## src/rtl/twseq_pkg.sv

```systemverilog
package twseq_pkg;
  typedef enum logic [2:0] {
    OP_NONE   = 3'd0,
    OP_MOVE   = 3'd1,
    OP_CALL   = 3'd2,
    OP_GOTO   = 3'd3,
    OP_LDPTR  = 3'd4,
    OP_SKIPZ  = 3'd5,
    OP_SINGLE = 3'd6
  } op_e;

  typedef enum logic [1:0] {
    W_SINGLE = 2'd0,
    W_FIRST  = 2'd1,
    W_SECOND = 2'd2,
    W_SKIP   = 2'd3
  } wclass_e;
endpackage

```

## src/rtl/twseq_classify.sv

```systemverilog
module twseq_classify
  import twseq_pkg::*;
#(
  parameter int TAG_W = 4,
  parameter int HI_W  = 10
) (
  input  logic [HI_W-1:0] hi_bits,
  output wclass_e         cls,
  output op_e             op
);
  logic [TAG_W-1:0] tag;
  logic [7:0]       top8;
  logic [1:0]       sub2;

  assign tag  = hi_bits[HI_W-1 -: TAG_W];
  assign top8 = hi_bits[HI_W-1 -: 8];
  assign sub2 = hi_bits[HI_W-9 -: 2];

  always_comb begin
    cls = W_SINGLE;
    op  = OP_SINGLE;
    if (tag == '1) begin
      cls = W_SECOND;
      op  = OP_NONE;
    end else if (top8[7:4] == 4'b1100) begin
      cls = W_FIRST;
      op  = OP_MOVE;
    end else if (top8[7:1] == 7'b1110110) begin
      cls = W_FIRST;
      op  = OP_CALL;
    end else if (top8 == 8'b11101111) begin
      cls = W_FIRST;
      op  = OP_GOTO;
    end else if (top8 == 8'b11101110 && sub2 == 2'b00) begin
      cls = W_FIRST;
      op  = OP_LDPTR;
    end else if (top8[7:1] == 7'b0110011) begin
      cls = W_SKIP;
      op  = OP_SKIPZ;
    end
  end
endmodule

```

## src/rtl/twseq_pair_ctl.sv

```systemverilog
module twseq_pair_ctl
  import twseq_pkg::*;
#(
  parameter int WORD_W = 16,
  parameter int OPND_W = 12
) (
  input  logic              clk,
  input  logic              rst_n,
  input  logic              accept,
  input  logic [WORD_W-1:0] word,
  input  wclass_e           cls,
  input  op_e               op,
  input  logic              skip_cond,
  output logic              issue,
  output logic              nop_now,
  output op_e               issue_op,
  output logic [WORD_W-1:0] issue_first,
  output logic [OPND_W-1:0] issue_ext,
  output logic              pend,
  output logic              squash
);
  logic              pend_q, pend_d;
  logic              sq_q, sq_d;
  logic [WORD_W-1:0] held_q, held_d;
  op_e               hop_q, hop_d;

  always_comb begin
    pend_d      = pend_q;
    sq_d        = sq_q;
    held_d      = held_q;
    hop_d       = hop_q;
    issue       = 1'b0;
    nop_now     = 1'b0;
    issue_op    = OP_NONE;
    issue_first = word;
    issue_ext   = '0;
    if (accept) begin
      if (sq_q) begin
        nop_now = 1'b1;
        sq_d    = 1'b0;
      end else if (pend_q) begin
        issue       = 1'b1;
        issue_op    = hop_q;
        issue_first = held_q;
        issue_ext   = word[OPND_W-1:0];
        pend_d      = 1'b0;
      end else begin
        case (cls)
          W_SECOND: nop_now = 1'b1;
          W_FIRST: begin
            pend_d = 1'b1;
            held_d = word;
            hop_d  = op;
          end
          W_SKIP: begin
            issue    = 1'b1;
            issue_op = op;
            sq_d     = skip_cond;
          end
          default: begin
            issue    = 1'b1;
            issue_op = op;
          end
        endcase
      end
    end
  end

  always_ff @(posedge clk or negedge rst_n) begin
    if (!rst_n) begin
      pend_q <= 1'b0;
      sq_q   <= 1'b0;
      held_q <= '0;
      hop_q  <= OP_NONE;
    end else if (accept) begin
      pend_q <= pend_d;
      sq_q   <= sq_d;
      held_q <= held_d;
      hop_q  <= hop_d;
    end
  end

  assign pend   = pend_q;
  assign squash = sq_q;

  // a consumed trailing word closes the pair
  p_pend_clears_r3: assert property (@(posedge clk) disable iff (!rst_n)
    (pend_q && accept && !sq_q) |=> !pend_q);

  // a squash lasts for one accepted word only
  p_squash_once_r7: assert property (@(posedge clk) disable iff (!rst_n)
    (sq_q && accept) |=> !sq_q);

  // idle cycles hold the sequencing state
  p_idle_hold_r10: assert property (@(posedge clk) disable iff (!rst_n)
    !accept |=> ($stable(pend_q) && $stable(sq_q)));

  // pending pair and squash never coexist
  p_excl_state_r7: assert property (@(posedge clk) disable iff (!rst_n)
    !(pend_q && sq_q));
endmodule

```

## src/rtl/twseq_issue_reg.sv

```systemverilog
module twseq_issue_reg
  import twseq_pkg::*;
#(
  parameter int WORD_W = 16,
  parameter int OPND_W = 12,
  parameter int PAGE_W = 8,
  localparam int TGT_W = PAGE_W + OPND_W
) (
  input  logic              clk,
  input  logic              rst_n,
  input  logic              accept,
  input  logic              issue,
  input  logic              nop_now,
  input  op_e               issue_op,
  input  logic [WORD_W-1:0] issue_first,
  input  logic [OPND_W-1:0] issue_ext,
  output logic              out_valid,
  output logic              out_nop,
  output logic              pc_adv,
  output logic [2:0]        out_op,
  output logic [WORD_W-1:0] out_first,
  output logic [OPND_W-1:0] out_ext,
  output logic [TGT_W-1:0]  out_target
);
  logic              vld_q, nop_q, pc_q;
  op_e               op_q;
  logic [WORD_W-1:0] first_q;
  logic [OPND_W-1:0] ext_q;

  always_ff @(posedge clk or negedge rst_n) begin
    if (!rst_n) begin
      vld_q <= 1'b0;
      nop_q <= 1'b0;
      pc_q  <= 1'b0;
      op_q  <= OP_NONE;
    end else begin
      vld_q <= issue;
      nop_q <= nop_now;
      pc_q  <= accept;
      op_q  <= issue ? issue_op : OP_NONE;
    end
  end

  always_ff @(posedge clk or negedge rst_n) begin
    if (!rst_n) begin
      first_q <= '0;
      ext_q   <= '0;
    end else if (issue) begin
      first_q <= issue_first;
      ext_q   <= issue_ext;
    end
  end

  assign out_valid  = vld_q;
  assign out_nop    = nop_q;
  assign pc_adv     = pc_q;
  assign out_op     = op_q;
  assign out_first  = first_q;
  assign out_ext    = ext_q;
  assign out_target = {first_q[PAGE_W-1:0], ext_q};

  // an inserted NOP is never also an issued instruction
  p_nop_excl_r5: assert property (@(posedge clk) disable iff (!rst_n)
    !(out_valid && out_nop));

  // every issue or NOP comes from a word that advanced the PC
  p_issue_adv_r10: assert property (@(posedge clk) disable iff (!rst_n)
    (out_valid || out_nop) |-> pc_adv);
endmodule

```

## src/rtl/twoword_decode_seq.sv

```systemverilog
module twoword_decode_seq
  import twseq_pkg::*;
#(
  parameter int WORD_W      = 16,
  parameter int TAG_W       = 4,
  parameter int PAGE_W      = 8,
  parameter int SYNC_STAGES = 2,
  localparam int OPND_W     = WORD_W - TAG_W,
  localparam int HI_W       = 10,
  localparam int TGT_W      = PAGE_W + OPND_W
) (
  input  logic              clk,
  input  logic              rst_n,
  input  logic              fetch_valid,
  input  logic [WORD_W-1:0] fetch_word,
  input  logic              skip_cond,
  output logic              out_valid,
  output logic [2:0]        out_op,
  output logic [WORD_W-1:0] out_first,
  output logic [OPND_W-1:0] out_ext,
  output logic [TGT_W-1:0]  out_target,
  output logic              out_nop,
  output logic              pc_adv
);
  logic [SYNC_STAGES-1:0] sync_q;
  logic                   rst_sync_n;

  for (genvar i = 0; i < SYNC_STAGES; i++) begin : g_sync
    if (i == 0) begin : g_head
      always_ff @(posedge clk or negedge rst_n) begin
        if (!rst_n) sync_q[i] <= 1'b0;
        else        sync_q[i] <= 1'b1;
      end
    end else begin : g_tail
      always_ff @(posedge clk or negedge rst_n) begin
        if (!rst_n) sync_q[i] <= 1'b0;
        else        sync_q[i] <= sync_q[i-1];
      end
    end
  end
  assign rst_sync_n = sync_q[SYNC_STAGES-1];

  logic              accept;
  wclass_e           cls;
  op_e               cls_op;
  logic              issue, nop_now, pend, squash;
  op_e               issue_op;
  logic [WORD_W-1:0] issue_first;
  logic [OPND_W-1:0] issue_ext;

  assign accept = fetch_valid;

  twseq_classify #(.TAG_W(TAG_W), .HI_W(HI_W)) u_cls (
    .hi_bits (fetch_word[WORD_W-1 -: HI_W]),
    .cls     (cls),
    .op      (cls_op)
  );

  twseq_pair_ctl #(.WORD_W(WORD_W), .OPND_W(OPND_W)) u_ctl (
    .clk         (clk),
    .rst_n       (rst_sync_n),
    .accept      (accept),
    .word        (fetch_word),
    .cls         (cls),
    .op          (cls_op),
    .skip_cond   (skip_cond),
    .issue       (issue),
    .nop_now     (nop_now),
    .issue_op    (issue_op),
    .issue_first (issue_first),
    .issue_ext   (issue_ext),
    .pend        (pend),
    .squash      (squash)
  );

  twseq_issue_reg #(.WORD_W(WORD_W), .OPND_W(OPND_W), .PAGE_W(PAGE_W)) u_out (
    .clk         (clk),
    .rst_n       (rst_sync_n),
    .accept      (accept),
    .issue       (issue),
    .nop_now     (nop_now),
    .issue_op    (issue_op),
    .issue_first (issue_first),
    .issue_ext   (issue_ext),
    .out_valid   (out_valid),
    .out_nop     (out_nop),
    .pc_adv      (pc_adv),
    .out_op      (out_op),
    .out_first   (out_first),
    .out_ext     (out_ext),
    .out_target  (out_target)
  );

  // a word arriving while a pair is open issues a two-word op
  p_pair_issue_r3: assert property (@(posedge clk) disable iff (!rst_sync_n)
    (pend && fetch_valid && !squash) |=>
      (out_valid && out_op >= 3'd1 && out_op <= 3'd4));

  // an opening word issues nothing by itself
  p_first_silent_r2: assert property (@(posedge clk) disable iff (!rst_sync_n)
    (fetch_valid && !pend && !squash && cls == W_FIRST) |=>
      (!out_valid && !out_nop));

  // a squashed word comes out as a NOP
  p_squash_nop_r6: assert property (@(posedge clk) disable iff (!rst_sync_n)
    (squash && fetch_valid) |=> (out_nop && !out_valid));
endmodule

```

## config.mk

```make
export PLATFORM = sky130hd
export DESIGN_NAME = twoword_decode_seq
export DESIGN_NICKNAME = d
export VERILOG_FILES = /design/src/rtl/twseq_pkg.sv /design/src/rtl/twseq_classify.sv /design/src/rtl/twseq_pair_ctl.sv /design/src/rtl/twseq_issue_reg.sv /design/src/rtl/twoword_decode_seq.sv
export SDC_FILE = /design/constraint.sdc
export NUM_CORES = 1
export LEC_CHECK = 0
export ABC_AREA = 0
export BUFFER_PORTS_ARGS = -buffer_cell sky130_fd_sc_hd__buf_2
export CORE_UTILIZATION = 38
export DETAILED_ROUTE_END_ITERATION = 16
export PLACE_DENSITY = 0.68
export SLEW_MARGIN = 15
export SYNTH_ARGS = -nofsm -noshare
export SYNTH_HDL_FRONTEND = slang
export SYNTH_SLANG_ARGS = --single-unit
```

## constraint.sdc

```tcl
create_clock -name clk -period 2.1 [get_ports clk]
set_input_delay 0.105 -clock clk [delete_from_list [all_inputs] [get_ports clk]]
set_output_delay 0.105 -clock clk [all_outputs]
set_load 0.03 [all_outputs]
```

==> flow_metrics.py <==
metrics = {
    "detailed_routing": {
        "routedWlPerCell_um": 15.31,
        "num_vias": 1999,
        "dr.pass1.iters": 4,
        "drc": 0,
        "first_iter_violations": 105,
        "routed_wl_mm": 6.063,
        "antenna_left": 0,
        "vias_per_cell": 5.048,
    },
    "critical_path": {
        "critical_path.top_delay_family": "compound AO/OA/AOI/OAI gates",
        "start_kind": "input port",
        "end_kind": "flop",
        "path_max_fanout": 11,
        "cp.arrival_ns": 2.03,
        "crit_slowest_cell": "ha_1",
        "cp.depth": 10,
        "worst-path-buf-inv": 3,
        "path_cells": "buf_2 -> and4bb_4 -> mux2_4 -> and2_4 -> a21o_1 -> ha_1 -> inv_1 -> o21ai_1 -> buf_4 -> a22o_1",
        "r2r_cells": 4,
        "cp_slowest_stage_delay_ns": 0.40,
        "critPathKind": "input port to flop",
        "critPathRequiredTime_ns": 2.33,
    },
    "global_route": {
        "antenna_found_initial": 0,
        "grt_pass1_vias": 1871,
        "grt_max_degree": 33,
        "track_usage_pct": 17.46,
        "grt_pass1_wl_mm": 9.687,
        "grt_remaining_overflow": 0,
    },
    "synth": {
        "synth_nets": 243,
        "syn_area_per_cell_um2": 12.14,
        "synth_ff_type": "dfrtp_1",
        "syn_inst": 220,
        "synth_top_area_cell": "dfrtp_1",
        "synth-xor-area-share_pct": 0.3279,
        "ys_seq_area_share_pct": 53.40,
        "synthTopCellsByArea": "dfrtp_1, a22oi_1, buf_4, a22o_1, mux2_1",
        "muxShareOfSynthArea_pct": 8.525,
        "synth_edf_count": 0,
        "ys_warn_count": 0,
        "synthDistinctLibCells": 43,
        "synth_simple_gate_area_share_pct": 6.979,
        "ys_seq_elements": 57,
        "synth_area_um2": 2671,
        "async_reset_ff_share_pct": 100.0,
        "synth_top_family_by_area": "compound AO/OA/AOI/OAI gates",
        "synth_top_cell_area_share_pct": 53.40,
        "yosys.area_share.adder_pct": 1.405,
        "synth_compound_area_share_pct": 19.67,
    },
    "clocking": {
        "post_cts_buffers": 0,
        "tritoncts": "built",
        "cts.clk_slew.worst_paths_ns": 0.07,
        "clock_path_buffers": 2,
        "cts_num_sinks": 57,
        "post_cts_resize_count": 0,
        "root_buffer": "clkbuf_8",
        "clk_latency_ns": 0.34,
        "numCtsBuffers": 9,
        "h-tree-depth": 3,
    },
    "placed_design": {
        "place_congestion": 0.8780,
        "numPortBuffers": 73,
        "post-place-cells": 378,
        "hpwl_mm": 4.247,
        "place_area_um2": 3127,
    },
    "layout": {
        "area_growth_pct": 26.37,
        "final_area_um2": 3376,
        "finalNonFillerCells": 396,
        "drive_above_1_share_pct": 44.67,
        "final_nets": 318,
        "post-route-util_pct": 49.69,
        "diodes": 0,
    },
    "timing": {
        "fin_skew_ns": 0.003193,
        "fmax_mhz": 555.7,
        "rsz0062_at_grt": "no",
        "report.final.slew_viol_count": 0,
        "finalSetupViolations": 0,
        "post-route-period-util_pct": 85.70,
        "hold_violations": 0,
        "max_slew_margin_pct": 61.16,
        "whs_ns": 0.02421,
        "layout_min_cycle_time_ns": 1.800,
        "worst_pin_slew_ns": 0.5826,
    },
    "floorplan": {
        "ioPinCount": 74,
        "start_util_pct": 39.32,
        "die_h_um": 85.85,
        "fp.dieArea_um2": 7369,
        "core_area_um2": 6794,
        "die_w_um": 85.85,
        "rows": 30,
    },
    "power": {
        "power_leakage_uw": 0.001677,
        "vdd_drop_max_mv": 0.4186,
        "power_uw": 3249,
        "cellPowerDensity_nw_per_um2": 962.5,
    },
    "min_path": {
        "hold_class": "input port to flop",
        "hold_depth": 2,
    },
    "flow_run": {
        "maxCapViolCount": 0,
    },
    "run_status": {
        "outcome": "finished clean",
    },
}
state kept, by name (all words and copies together), names as in the netlist, 3 cells and up:
| name | flops |
|---|---|
| u_ctl.hop_q | 3 |
| u_ctl.held_q | 16 |
| u_out.out_ext | 12 |
| u_out.out_op | 3 |
| u_out.out_first | 16 |
metal layers:
layer / vias up / wire length (µm) / track usage (%)
li1: 939 / - / -
met1: 985 / 2831 / 23.82
met2: 73 / 2897 / 25.96
met3: 2 / 298 / 4.716
met4: 0 / 36 / 8.030
met5: - / 0 / 0
layout make-up:
class	count	area, µm²
Clock buffer	11	151.4
Fill cell	610	3418
Sequential cell	57	1428
Multi-Input combinational cell	123	989.7
Timing Repair Buffer	99	590.6
Tap cell	96	120.1
Clock inverter	5	77.57
Inverter	5	18.77
worst register-to-register path: stages, from the launching register on:
cell and delay (ns):
dfrtp_1 0.71, and2_1 0.48, buf_12 0.22, a22oi_1 0.08, o21ai_0 0.09
kinds of logic after synthesis:
logic type / count (synthesis)
AOI/OAI and AO/OA: 72
buffers and inverters: 40
muxes: 20
xor gates and xnor gates: 1
adders and majority gates: 3
other: 1
and+or+nand+nor: 26
DFF: 57
layout by cell type, fill, tap and decap left out, types with 2 or more instances in the layout:
| master | synthesis | layout |
|---|---|---|
| a21o_1 | 3 | 3 |
| a21oi_1 | 2 | 2 |
| a22o_1 | 12 | 12 |
| a22oi_1 | 32 | 32 |
| buf_12 | 0 | 2 |
| buf_2 | 5 | 73 |
| buf_4 | 24 | 22 |
| bufinv_16 | 0 | 2 |
| clkbuf_8 | 0 | 11 |
| clkinv_2 | 0 | 2 |
| dfrtp_1 | 57 | 56 |
| dlygate4sd3_1 | 0 | 2 |
| ha_1 | 3 | 3 |
| inv_1 | 5 | 5 |
| mux2_1 | 9 | 9 |
| mux2_2 | 9 | 9 |
| nand2b_1 | 3 | 3 |
| nand3_1 | 5 | 5 |
| nor2_1 | 2 | 2 |
| nor2b_1 | 2 | 2 |
| o21ai_0 | 14 | 14 |
| o21ai_1 | 4 | 4 |
final timing paths:
kind                       slack [ns]                  to      startpoint
max                              0.30    u_out.out_ext[1]  fetch_word[15]
min                              0.02    u_out.out_ext[3]   fetch_word[3]
max reg2reg                      0.42  u_out.out_first[8]      u_ctl.pend
min reg2reg                      0.26  u_out.out_first[9]      rst_sync_n
max in group asynchronous        1.28     u_out.out_op[2]      rst_sync_n
min in group asynchronous        0.07           sync_q[0]           rst_n
metrics by stage:
step / worst slack [ns] / TNS (ns)
final: 0.3003 / 0
after global routing: 0.2043 / 0
after CTS: 0.2973 / 0
after detailed placement: -0.06142 / -0.5965
after global placement: -0.002871 / -0.01702
after floorplan: 0.03332 / 0
repair_timing:
item                       CTS  global route
hold buffers                 2             0
hold endpoints to repair     3             0
setup endpoints to repair    0             0
synthesized netlist by cell type (all sizes together), types with 2 or more instances:
master  number
nand3        5
a22o        12
clkbuf       5
inv          5
ha           3
a22oi       32
o21ai       18
nor2         3
dfrtp       57
nand2b       3
mux2        19
nor2b        2
and2         2
a21o         3
buf         30
nor3         3
a21oi        2
report_power, final:
group          switching [µW]  total, µW  internal [µW]
registers                 125       1400           1280
logic                     419        677            259
clock network             441       1170            728
(Power assumes the default switching activity.)
